`config.mk`:
```
export PLATFORM = sky130hd
export DESIGN_NAME = pul_load_agu
export DESIGN_NICKNAME = d
export VERILOG_FILES = /design/src/rtl/pul_pkg.sv /design/src/rtl/pul_ea_gen.sv /design/src/rtl/pul_ctrl.sv /design/src/rtl/pul_wb_fmt.sv /design/src/rtl/pul_load_agu.sv
export SDC_FILE = /design/constraint.sdc
export NUM_CORES = 1
export LEC_CHECK = 0
export CAP_MARGIN = 20
export CORE_AREA = 2 2 180 182
export CTS_CLUSTER_SIZE = 24
export DETAILED_ROUTE_END_ITERATION = 12
export DIE_AREA = 0 0 182 184
export PLACE_DENSITY = 0.76
export SLEW_MARGIN = 10
export SYNTH_ARGS = -nofsm -noshare
export SYNTH_HDL_FRONTEND = slang
export SYNTH_SLANG_ARGS = --single-unit
```
`constraint.sdc`:
```
create_clock -name clk -period 10.4 [get_ports clk]
set_input_delay 1.56 -clock clk [delete_from_list [all_inputs] [get_ports clk]]
set_output_delay 1.56 -clock clk [all_outputs]
set_load 0.03 [all_outputs]
```
`src/rtl/pul_pkg.sv`:
```
package pul_pkg;
   typedef enum logic [1:0] {
      PUL_IDLE      = 2'd0,
      PUL_WAIT_MEM  = 2'd1,
      PUL_WRITEBACK = 2'd2
   } pul_state_e;
endpackage

```
`src/rtl/pul_ea_gen.sv`:
```
module pul_ea_gen #(
   parameter int ADDR_W = 64,
   parameter int SH_W   = 2
) (
   input  logic [ADDR_W-1:0] base,
   input  logic [ADDR_W-1:0] index,
   input  logic [SH_W-1:0]   shift,
   output logic [ADDR_W-1:0] sum
);
   localparam int AMT_W = SH_W + 1;

   if (ADDR_W < 8) begin : g_bad_addr
      $error("pul_ea_gen: ADDR_W must be at least 8");
   end
   if (SH_W < 1 || SH_W > 5) begin : g_bad_sh
      $error("pul_ea_gen: SH_W must be 1..5");
   end

   // scaled index shift amount is code + 1
   logic [AMT_W-1:0] amt;
   assign amt = {1'b0, shift} + AMT_W'(1);

   logic [ADDR_W-1:0] stage [AMT_W+1];
   assign stage[0] = index;

   for (genvar i = 0; i < AMT_W; i++) begin : g_stage
      assign stage[i+1] = amt[i] ? (stage[i] << (1 << i)) : stage[i];
   end

   assign sum = base + stage[AMT_W];
endmodule

```
`src/rtl/pul_ctrl.sv`:
```
module pul_ctrl
   import pul_pkg::*;
(
   input  logic clk,
   input  logic rst,
   input  logic req_valid,
   input  logic req_bad,
   output logic req_ready,
   output logic rd_req_valid,
   input  logic rd_req_ready,
   input  logic rd_rsp_valid,
   output logic rd_rsp_ready,
   output logic wb_valid,
   input  logic wb_ready,
   output logic inv_pulse,
   output logic cap_req,
   output logic cap_rsp
);
   pul_state_e state_q;
   logic       sent_q;
   logic       inv_q;

   assign req_ready    = (state_q == PUL_IDLE);
   assign rd_req_valid = (state_q == PUL_WAIT_MEM) && !sent_q;
   assign rd_rsp_ready = (state_q == PUL_WAIT_MEM) && sent_q;
   assign wb_valid     = (state_q == PUL_WRITEBACK);
   assign inv_pulse    = inv_q;
   assign cap_req      = req_valid && req_ready;
   assign cap_rsp      = rd_rsp_valid && rd_rsp_ready;

   always_ff @(posedge clk) begin
      if (rst) begin
         state_q <= PUL_IDLE;
         sent_q  <= 1'b0;
         inv_q   <= 1'b0;
      end else begin
         inv_q <= cap_req && req_bad;
         unique case (state_q)
            PUL_IDLE: begin
               sent_q <= 1'b0;
               if (cap_req && !req_bad) state_q <= PUL_WAIT_MEM;
            end
            PUL_WAIT_MEM: begin
               if (rd_req_valid && rd_req_ready) sent_q <= 1'b1;
               if (cap_rsp) begin
                  state_q <= PUL_WRITEBACK;
                  sent_q  <= 1'b0;
               end
            end
            PUL_WRITEBACK: begin
               if (wb_ready) state_q <= PUL_IDLE;
            end
            default: state_q <= PUL_IDLE;
         endcase
      end
   end

   AST_BAD_NO_TRAFFIC: assert property (@(posedge clk) disable iff (rst)
      (req_valid && req_ready && req_bad) |=> (inv_pulse && !rd_req_valid && !wb_valid && req_ready));
   AST_INV_ONE_CYCLE: assert property (@(posedge clk) disable iff (rst)
      (inv_pulse && !$past(req_valid && req_ready && req_bad)) |-> 1'b0);
   AST_SINGLE_OUTSTANDING: assert property (@(posedge clk) disable iff (rst)
      (req_valid && req_ready && !req_bad) |=> !req_ready);
   AST_BUSY_UNTIL_WB: assert property (@(posedge clk) disable iff (rst)
      (!req_ready && !(wb_valid && wb_ready)) |=> !req_ready);
   AST_RDREQ_HOLD: assert property (@(posedge clk) disable iff (rst)
      (rd_req_valid && !rd_req_ready) |=> rd_req_valid);
   AST_WB_HOLD: assert property (@(posedge clk) disable iff (rst)
      (wb_valid && !wb_ready) |=> wb_valid);
   AST_RESET_QUIET: assert property (@(posedge clk)
      rst |=> (!rd_req_valid && !wb_valid && !inv_pulse && req_ready));
endmodule

```
`src/rtl/pul_wb_fmt.sv`:
```
module pul_wb_fmt #(
   parameter int DATA_W         = 64,
   parameter int WORD_W         = 32,
   parameter bit WORD_FILL_ONES = 1'b0
) (
   input  logic              wb_valid,
   input  logic              dword,
   input  logic [DATA_W-1:0] rd_data,
   output logic              fpr_valid,
   output logic [DATA_W-1:0] fpr_data,
   output logic              word_valid,
   output logic [DATA_W-1:0] word_data
);
   localparam int FILL_W = DATA_W - WORD_W;

   if (WORD_W < 8 || WORD_W >= DATA_W) begin : g_bad_word
      $error("pul_wb_fmt: WORD_W must be in 8..DATA_W-1");
   end

   assign fpr_valid  = wb_valid && dword;
   assign word_valid = wb_valid && !dword;
   assign fpr_data   = rd_data;

   // placeholder widening of a word ahead of format conversion
   if (WORD_FILL_ONES) begin : g_fill_ones
      assign word_data = {{FILL_W{1'b1}}, rd_data[WORD_W-1:0]};
   end else begin : g_fill_zero
      assign word_data = {{FILL_W{1'b0}}, rd_data[WORD_W-1:0]};
   end
endmodule

```
`src/rtl/pul_load_agu.sv`:
```
module pul_load_agu #(
   parameter int ADDR_W = 64,
   parameter int DATA_W = 64,
   parameter int SH_W   = 2
) (
   input  logic              clk,
   input  logic              rst,
   input  logic              req_valid,
   output logic              req_ready,
   input  logic [ADDR_W-1:0] req_base,
   input  logic [ADDR_W-1:0] req_index,
   input  logic [SH_W-1:0]   req_shift,
   input  logic              req_base_is_zero,
   input  logic              req_dword,
   output logic              rd_req_valid,
   input  logic              rd_req_ready,
   output logic [ADDR_W-1:0] rd_req_addr,
   output logic              rd_req_dword,
   input  logic              rd_rsp_valid,
   output logic              rd_rsp_ready,
   input  logic [DATA_W-1:0] rd_rsp_data,
   output logic              wb_valid,
   input  logic              wb_ready,
   output logic              wb_fpr_valid,
   output logic [DATA_W-1:0] wb_fpr_data,
   output logic              wb_word_valid,
   output logic [DATA_W-1:0] wb_word_data,
   output logic              wb_base_valid,
   output logic [ADDR_W-1:0] wb_base_data,
   output logic              inv_pulse
);
   localparam int WORD_W = DATA_W / 2;

   if (DATA_W != 64) begin : g_bad_data
      $error("pul_load_agu: DATA_W must be 64");
   end

   logic              cap_req, cap_rsp;
   logic [ADDR_W-1:0] sum;
   logic [ADDR_W-1:0] base_q, sum_q;
   logic              dword_q;
   logic [DATA_W-1:0] data_q;

   pul_ea_gen #(.ADDR_W(ADDR_W), .SH_W(SH_W)) u_ea (
      .base (req_base),
      .index(req_index),
      .shift(req_shift),
      .sum  (sum)
   );

   pul_ctrl u_ctrl (
      .clk         (clk),
      .rst         (rst),
      .req_valid   (req_valid),
      .req_bad     (req_base_is_zero),
      .req_ready   (req_ready),
      .rd_req_valid(rd_req_valid),
      .rd_req_ready(rd_req_ready),
      .rd_rsp_valid(rd_rsp_valid),
      .rd_rsp_ready(rd_rsp_ready),
      .wb_valid    (wb_valid),
      .wb_ready    (wb_ready),
      .inv_pulse   (inv_pulse),
      .cap_req     (cap_req),
      .cap_rsp     (cap_rsp)
   );

   always_ff @(posedge clk) begin
      if (rst) begin
         base_q  <= '0;
         sum_q   <= '0;
         dword_q <= 1'b0;
         data_q  <= '0;
      end else begin
         if (cap_req && !req_base_is_zero) begin
            base_q  <= req_base;
            sum_q   <= sum;
            dword_q <= req_dword;
         end
         if (cap_rsp) data_q <= rd_rsp_data;
      end
   end

   assign rd_req_addr   = base_q;
   assign rd_req_dword  = dword_q;
   assign wb_base_valid = wb_valid;
   assign wb_base_data  = sum_q;

   pul_wb_fmt #(.DATA_W(DATA_W), .WORD_W(WORD_W), .WORD_FILL_ONES(1'b0)) u_fmt (
      .wb_valid  (wb_valid),
      .dword     (dword_q),
      .rd_data   (data_q),
      .fpr_valid (wb_fpr_valid),
      .fpr_data  (wb_fpr_data),
      .word_valid(wb_word_valid),
      .word_data (wb_word_data)
   );

   AST_WB_PAIRED: assert property (@(posedge clk) disable iff (rst)
      (wb_base_valid || wb_fpr_valid || wb_word_valid) |->
      (wb_base_valid && $onehot({wb_fpr_valid, wb_word_valid})));
   AST_RDADDR_STABLE: assert property (@(posedge clk) disable iff (rst)
      (rd_req_valid && !rd_req_ready) |=> ($stable(rd_req_addr) && $stable(rd_req_dword)));
   AST_WBDATA_STABLE: assert property (@(posedge clk) disable iff (rst)
      (wb_valid && !wb_ready) |=> ($stable(wb_base_data) && $stable(wb_fpr_data)
                                   && $stable(wb_word_data)));
   AST_WORD_UPPER_ZERO: assert property (@(posedge clk) disable iff (rst)
      wb_word_valid |-> (wb_word_data[DATA_W-1:WORD_W] == '0));
endmodule

```
==> results of run 1 <==
[per-layer routing]
layer  part of all wire [%]  track usage, %
met5                      0               0
met4                    3.5           10.87
met3                    7.0           5.012
met2                     50           48.00
met1                     40           32.25
[cell families after synthesis]
logic type,Yosys count,share of synthesized area [%]
xor+xnor,57,3.847
other cells,1,0.02890
mux,113,13.68
flops,197,30.39
buf+inv,190,7.491
simple gates,565,18.07
fa+ha+maj,65,6.325
compound gates,436,20.17
[flip-flops by register name, indices dropped and copies added, names as in the netlist]
signal	cells
rd_req_dword	1
u_ctrl.sent_q	1
wb_base_data	64
data_q	64
rd_req_addr	64
u_ctrl.inv_pulse	1
u_ctrl.state_q	2
[worst max-delay path, cell delays in order]
cell and delay [ns]:
sky130_fd_sc_hd__clkdlybuf4s50_1 0.87, sky130_fd_sc_hd__ha_2 1.23, sky130_fd_sc_hd__mux2_2 0.47, sky130_fd_sc_hd__mux4_2 0.49, sky130_fd_sc_hd__ha_1 0.38, sky130_fd_sc_hd__a21oi_1 0.26
sky130_fd_sc_hd__o21ai_0 0.14, sky130_fd_sc_hd__a21oi_1 0.21, sky130_fd_sc_hd__a21boi_0 0.17, sky130_fd_sc_hd__or3_1 0.45, sky130_fd_sc_hd__a21oi_1 0.48, sky130_fd_sc_hd__o21ai_1 0.28
sky130_fd_sc_hd__a311oi_1 0.41, sky130_fd_sc_hd__xnor2_1 0.10, sky130_fd_sc_hd__a22o_1 0.18
[power by group]
group | internal, mW | total [mW] | leakage, nW | switching (mW)
registers | 0.794 | 0.817 | 1.60 | 0.0230
clock network | 0.396 | 0.704 | 0.288 | 0.308
logic | 0.423 | 0.996 | 4.59 | 0.573
total | 1.61 | 2.52 | 6.48 | 0.904
[synth_stat cells (4+ instances only)]
| cell | n | area share (%) |
|---|---|---|
| sky130_fd_sc_hd__o21bai_1 | 14 | 0.81 |
| sky130_fd_sc_hd__nand3_1 | 17 | 0.66 |
| sky130_fd_sc_hd__or3_1 | 7 | 0.34 |
| sky130_fd_sc_hd__mux4_2 | 46 | 8.0 |
| sky130_fd_sc_hd__inv_1 | 17 | 0.49 |
| sky130_fd_sc_hd__buf_1 | 10 | 0.29 |
| sky130_fd_sc_hd__nand2b_1 | 6 | 0.29 |
| sky130_fd_sc_hd__nor3_1 | 21 | 0.81 |
| sky130_fd_sc_hd__o211ai_1 | 11 | 0.64 |
| sky130_fd_sc_hd__a22o_1 | 15 | 1.0 |
| sky130_fd_sc_hd__o31ai_1 | 4 | 0.23 |
| sky130_fd_sc_hd__a21boi_0 | 4 | 0.23 |
| sky130_fd_sc_hd__mux2_2 | 55 | 4.8 |
| sky130_fd_sc_hd__a21o_1 | 32 | 1.9 |
| sky130_fd_sc_hd__clkbuf_1 | 93 | 2.7 |
| sky130_fd_sc_hd__a21oi_1 | 247 | 9.5 |
| sky130_fd_sc_hd__nor2_1 | 53 | 1.5 |
| sky130_fd_sc_hd__dfxtp_1 | 197 | 30 |
| sky130_fd_sc_hd__nand2_1 | 411 | 12 |
| sky130_fd_sc_hd__nand4_1 | 14 | 0.67 |
| sky130_fd_sc_hd__and3_1 | 7 | 0.34 |
| sky130_fd_sc_hd__a31o_2 | 4 | 0.27 |
| sky130_fd_sc_hd__xor2_1 | 23 | 1.6 |
| sky130_fd_sc_hd__o21ai_0 | 49 | 1.9 |
| sky130_fd_sc_hd__mux2i_1 | 12 | 0.93 |
| sky130_fd_sc_hd__a211oi_1 | 8 | 0.46 |
| sky130_fd_sc_hd__ha_1 | 64 | 6.2 |
| sky130_fd_sc_hd__nor2b_1 | 12 | 0.58 |
| sky130_fd_sc_hd__and2_1 | 4 | 0.19 |
| sky130_fd_sc_hd__a31oi_1 | 8 | 0.39 |
| sky130_fd_sc_hd__o21a_1 | 4 | 0.23 |
| sky130_fd_sc_hd__buf_4 | 66 | 3.8 |
| sky130_fd_sc_hd__xnor2_1 | 34 | 2.3 |
[worst paths after layout]
path                      endpoint              start  slack [ns]  cells past startpoint
setup / recovery  wb_base_data[63]       req_shift[0]        3.05                     15
hold reg to reg   wb_base_data[44]   wb_base_data[44]        0.45                      2
setup reg to reg  wb_base_data[31]  u_ctrl.state_q[1]        7.86                      7
hold / removal    wb_base_data[44]   wb_base_data[44]        0.45                      2
[placed cells by master (no fill, tap or decap), types with 21 or more instances in the layout]
master and count:
sky130_fd_sc_hd__nor3_1 21, sky130_fd_sc_hd__clkdlybuf4s50_1 433, sky130_fd_sc_hd__conb_1 32, sky130_fd_sc_hd__mux4_2 46, sky130_fd_sc_hd__o21ai_0 49, sky130_fd_sc_hd__ha_1 63, sky130_fd_sc_hd__a21oi_1 247, sky130_fd_sc_hd__a21o_1 32
sky130_fd_sc_hd__nor2_1 50, sky130_fd_sc_hd__mux2_2 55, sky130_fd_sc_hd__dfxtp_1 197, sky130_fd_sc_hd__xnor2_1 34, sky130_fd_sc_hd__xor2_1 23, sky130_fd_sc_hd__nand2_1 410
[area by class of cell]
| class | count | area share (%) |
|---|---|---|
| clock inverter | 8 | 0.6990 |
| sequential | 197 | 22.25 |
| clock buffer | 22 | 2.676 |
| tap | 402 | 2.838 |
| timing repair buffer | 443 | 24.90 |
| inverter | 17 | 0.3671 |
| multi-input combinational | 1268 | 46.27 |
==> flow_summary.toml, run 1 <==
[run_status]
status = "completed"

[die]
die_w_um = 182
num_io_pins = 467
die_area_sq_um = 33490
start_util_pct = 41.34
coreArea_sq_um = 31390
num_rows = 65
chipHeight_um = 184

[power]
leakage_nw = 6.484
power_density_nw_per_um2 = 142.0
vdd_ir_drop_max_v = 0.0001091
total_power_mw = 2.516

[global_routing]
grt_max_degree = 121
grtUsageTotal_pct = 27.04
antenna_violations_before_repair = 0
grt_overflow = 0
global_route_wire_length_before_repair_um = 70820
grt_pass1_vias = 12640

[clocking]
clk_pin_slew_worst_paths_ns = 0.07
total_cts_buffers = 17
clock_tree.root_cell = "sky130_fd_sc_hd__clkbuf_16"
cts.repair_timing.setup_buffer_count = 0
max-clock-path-buffers = 2
cts-resized-gates = 0
holdBufCountCts = 0
tritoncts = "built"
cts.htree.levels = 4
clk-insertion-delay-late_ns = 0.46
cts.sink_count = 197

[timing]
finalMaxSlewViolations = 0
max_freq_ghz = 0.1360
grt_setup_unrepaired = "false"
timing_hold_violations_final = 0
fin_crit_sh_pct = 70.69
final-setup-viol-count = 0
layout_min_cycle_time_ns = 7.352
fin_skew_ns = 0.01383
fin_hold_ws_ns = 0.4521
final_critical_path_setup_slack_ns = 3.048
fin_tns_setup_ns = 0
timing.max_slew.rel_slack_pct = 30.51
worstMarginPinSlew_ns = 1.041

[job]
cap_viol_max_count = 0

[yosys]
synth_async_sr_flop_share_pct = 0
synthesis.yosys.warnings = 0
ys_seq_area_share_pct = 30.39
synth_area_sq_um = 12980
synth.distinct_cells = 71
syn_area_per_cell_sq_um = 7.991
synth_edf_count = 0
synth_cells = 1624
synth-main-ff-cell = "sky130_fd_sc_hd__dfxtp_1"
synth.ff_latch_count = 197

[worst_setup_path]
worstSetupEndpointType = "flop"
timing.critical_path.fanout_max = 43
path_class = "in -> reg"
critPathLaunchType = "input port"
worstPathArrival_ns = 7.70
worstPathRequired_ns = 10.75

[finish]
num-fill-cells = 2831
syn2layout_area_growth_pct = 36.56
post_layout_nonfiller_instances = 2357
seqCellArea_sq_um = 3944
final_layout_size_suffix_gt1_share_pct = 8.491
layout.cell_area.non_filler_sq_um = 17720
area_taken_by_multi_input_logic_gates_sq_um = 8199
final_net_count = 2211
antenna_fix_cells = 0
post-route-util_pct = 56.45

[placement]
dp.final_hpwl_um = 36700
routabilityCongestion = 0.9909
place_area_sq_um = 17120
preCtsSetupSlack_ns = 2.659
dpl.cell_count = 2327
place.port_buffers = 434

[route]
ratio_of_routed_vias_to_standard_cells = 5.558
detail_route.iter0.violations = 946
wl_per_cell_um = 19.91
vias = 13100
finalWirelength_um = 46930
ant_nets = 0
remaining_drc_errors = 0
drt_first_pass_iters = 5

[min_path]
hold_path_class = "reg -> reg"
(Power assumes the default switching activity.)
==> inputs of run 2 (changes only) <==
--- a/config.mk
+++ b/config.mk
@@ -6,11 +6,11 @@
 export NUM_CORES = 1
 export LEC_CHECK = 0
 export CAP_MARGIN = 20
-export CORE_AREA = 2 2 180 182
+export CORE_AREA = 2 2 182 184
 export CTS_CLUSTER_SIZE = 24
 export DETAILED_ROUTE_END_ITERATION = 12
-export DIE_AREA = 0 0 182 184
-export PLACE_DENSITY = 0.76
+export DIE_AREA = 0 0 184 186
+export PLACE_DENSITY = 0.74
 export SLEW_MARGIN = 10
 export SYNTH_ARGS = -nofsm -noshare
 export SYNTH_HDL_FRONTEND = slang
==> constraint.sdc (replaced) <==
create_clock -name clk -period 7.4 [get_ports clk]
set_input_delay 1.11 -clock clk [delete_from_list [all_inputs] [get_ports clk]]
set_output_delay 1.11 -clock clk [all_outputs]
set_load 0.03 [all_outputs]
==> run 2 against run 1 <==
  * First-iteration DRC count is 0.42% higher
  * Clock skew down 0.0039 ns
  * Die area rose by 2.2%
  * Hold slack improved by 0.0030 ns
  * Utilization fell by 1.2 points
  * Global-route usage down 0.53 points
  * Via count decreased by 1.3%
  * Critical path type unchanged
==> flow_summary.toml, run 2 (same netlist as run 1, synthesis figures left out) <==
[run_status]
status = "completed"

[power]
cellInternalPower_mw = 2.226
vdd_ir_drop_max_v = 0.0001580
total_power_mw = 3.543
leakage_nw = 6.521
swShare_pct = 37.17
share_clk_of_total_power_pct = 28.2
seqPwrFrac_pct = 32.4
pwr-share-comb_pct = 39.4
power_density_nw_per_um2 = 199.2
switching_power_mw = 1.317

[clocking]
cts.htree.levels = 4
clk_pin_slew_worst_paths_ns = 0.08
cts-resized-gates = 0
clock_tree.root_cell = "sky130_fd_sc_hd__clkbuf_16"
holdBufCountCts = 0
cts.repair_timing.setup_buffer_count = 0
tritoncts = "built"
max-clock-path-buffers = 2
clk-insertion-delay-late_ns = 0.47
cts.sink_count = 197
total_cts_buffers = 17

[die]
num_rows = 66
chipHeight_um = 186
num_io_pins = 467
die_area_sq_um = 34220
start_util_pct = 40.30
coreArea_sq_um = 32210
die_w_um = 184

[timing]
layout_min_cycle_time_ns = 6.259
fin_skew_ns = 0.009964
final-setup-viol-count = 0
grt_setup_unrepaired = "false"
finalMaxSlewViolations = 0
timing_hold_violations_final = 0
max_freq_ghz = 0.1598
fin_crit_sh_pct = 84.59
worstMarginPinSlew_ns = 1.068
fin_tns_setup_ns = 0
timing.max_slew.rel_slack_pct = 28.78
fin_hold_ws_ns = 0.4551

[worst_setup_path]
cp_cell_sequence = "clkdlybuf4s50_1 -> ha_2 -> mux2_2 -> mux4_2 -> ha_1 -> nand2_1 -> or3_1 -> a2111oi_1 -> nor3_1 -> o21ai_0 -> a31o_2 -> a31oi_1 -> o31ai_1 -> xor2_1 -> a22o_1"
critPathLaunchType = "input port"
slowest_delay_ns = 0.94
path_class = "in -> reg"
worstSetupEndpointType = "flop"
timing.critical_path.fanout_max = 38
r2r-start = "u_ctrl.state_q[1]"
timing.critical_path.slowest_stage_cell = "sky130_fd_sc_hd__ha_2"
worstPathRequired_ns = 7.77
setup.worst_path.start = "req_shift[1]"
worstPathArrival_ns = 6.63

[global_routing]
antenna_violations_before_repair = 1
grtUsageTotal_pct = 26.51
grt_max_degree = 102
grt_overflow = 0
grt_pass1_vias = 12270
global_route_wire_length_before_repair_um = 69580

[finish]
syn2layout_area_growth_pct = 37.07
leading_cell_type_in_the_layout_fill_and_taps_excluded = "sky130_fd_sc_hd__clkdlybuf4s50_1"
final_net_count = 2217
num-fill-cells = 2959
final_layout_size_suffix_gt1_share_pct = 8.864
most-common-layout-cells = "sky130_fd_sc_hd__clkdlybuf4s50_1 (433), sky130_fd_sc_hd__nand2_1 (410), sky130_fd_sc_hd__a21oi_1 (247)"

[route]
finalWirelength_um = 47140
ant_nets = 0
drt_first_pass_iters = 6
remaining_drc_errors = 0
ratio_of_routed_vias_to_standard_cells = 5.452
detail_route.iter0.violations = 950
vias = 12930
wl_per_cell_um = 19.87

[job]
cap_viol_max_count = 0

[placement]
dp.final_hpwl_um = 36780
place.port_buffers = 434
routabilityCongestion = 0.9868

[min_path]
hold_start = "wb_base_data[31]"
hold_path_class = "reg -> reg"
==> run 2: changes by cell type in the layout (fill, tap and decap cells not counted) <==
cell | previous run | this run
sky130_fd_sc_hd__buf_4 | 9 | 15
sky130_fd_sc_hd__inv_8 | 0 | 4
sky130_fd_sc_hd__clkbuf_8 | 3 | 0
sky130_fd_sc_hd__inv_6 | 1 | 4
sky130_fd_sc_hd__clkbuf_1 | 2 | 0
sky130_fd_sc_hd__clkinv_2 | 3 | 1
sky130_fd_sc_hd__clkinv_4 | 0 | 2
sky130_fd_sc_hd__nor2_1 | 50 | 52
sky130_fd_sc_hd__nor2_2 | 2 | 0
sky130_fd_sc_hd__bufinv_16 | 3 | 2
sky130_fd_sc_hd__clkinv_8 | 0 | 1
sky130_fd_sc_hd__diode_2 | 0 | 1
==> run 2: power by group through the flow <==
| stage | combinational (mW) | clock (mW) | sequential (mW) |
|---|---|---|---|
| after floorplan | 0.824 | 0 | 1.27 |
| after global placement | 1.37 | 0 | 1.17 |
| after detailed placement | 1.37 | 0 | 1.17 |
| after CTS | 1.38 | 1.02 | 1.15 |
| after global routing | 1.50 | 1.05 | 1.15 |
| final | 1.40 | 1.00 | 1.15 |
==> run 2: layout make-up <==
| cell class | count | area (sq um) | area share, % |
|---|---|---|---|
| Inverter | 17 | 65.06 | 0.3658 |
| Antenna cell | 1 | 2.502 | 0.01407 |
| Clock inverter | 15 | 188.9 | 1.062 |
| Timing Repair Buffer | 449 | 4458 | 25.06 |
| Sequential cell | 197 | 3944 | 22.17 |
| Multi-Input combinational cell | 1268 | 8194 | 46.06 |
| Clock buffer | 17 | 425.4 | 2.392 |
| Tap cell | 408 | 510.5 | 2.870 |
==> run 2: through the flow <==
| stage | worst slack, ns | cells | area (sq um) | util, % |
|---|---|---|---|---|
| after global routing | 0.9465 | 2372 | 17790 | 55.23 |
| after detailed placement | 0.7152 | 2339 | 17170 | 53.32 |
| after CTS | 1.232 | 2371 | 17790 | 55.23 |
| after floorplan | 1.713 | 1655 | 13090 | - |
| after global placement | 0.8310 | 2339 | 17170 | 53.32 |
| final | 1.141 | 2372 | 17790 | 55.23 |
==> run 2: worst max-delay path: cells and delay by family <==
kind                     cells  cell delay [ns]
AO/OA/AOI/OAI                6             1.93
XOR/XNOR                     1             0.11
adder cells (fa/ha/maj)      2             1.32
buffers and inverters        1             0.49
multiplexers                 2             0.93
AND/OR/NAND/NOR              3             0.70
==> run 2: worst paths after layout <==
check | end | slack [ns] | cells after the start
max | wb_base_data[32] | 1.14 | 15
min | wb_base_data[31] | 0.46 | 2
max reg2reg | wb_base_data[53] | 4.78 | 7
min reg2reg | wb_base_data[31] | 0.46 | 2
==> run 2: per-layer routing <==
metal	vias up	GRT usage [%]	wire [um]
met3	67	6.535	3579
met2	485	46.40	23080
met5	-	0	0
met4	0	10.46	1488
met1	6106	31.17	18990
li1	6275	-	-
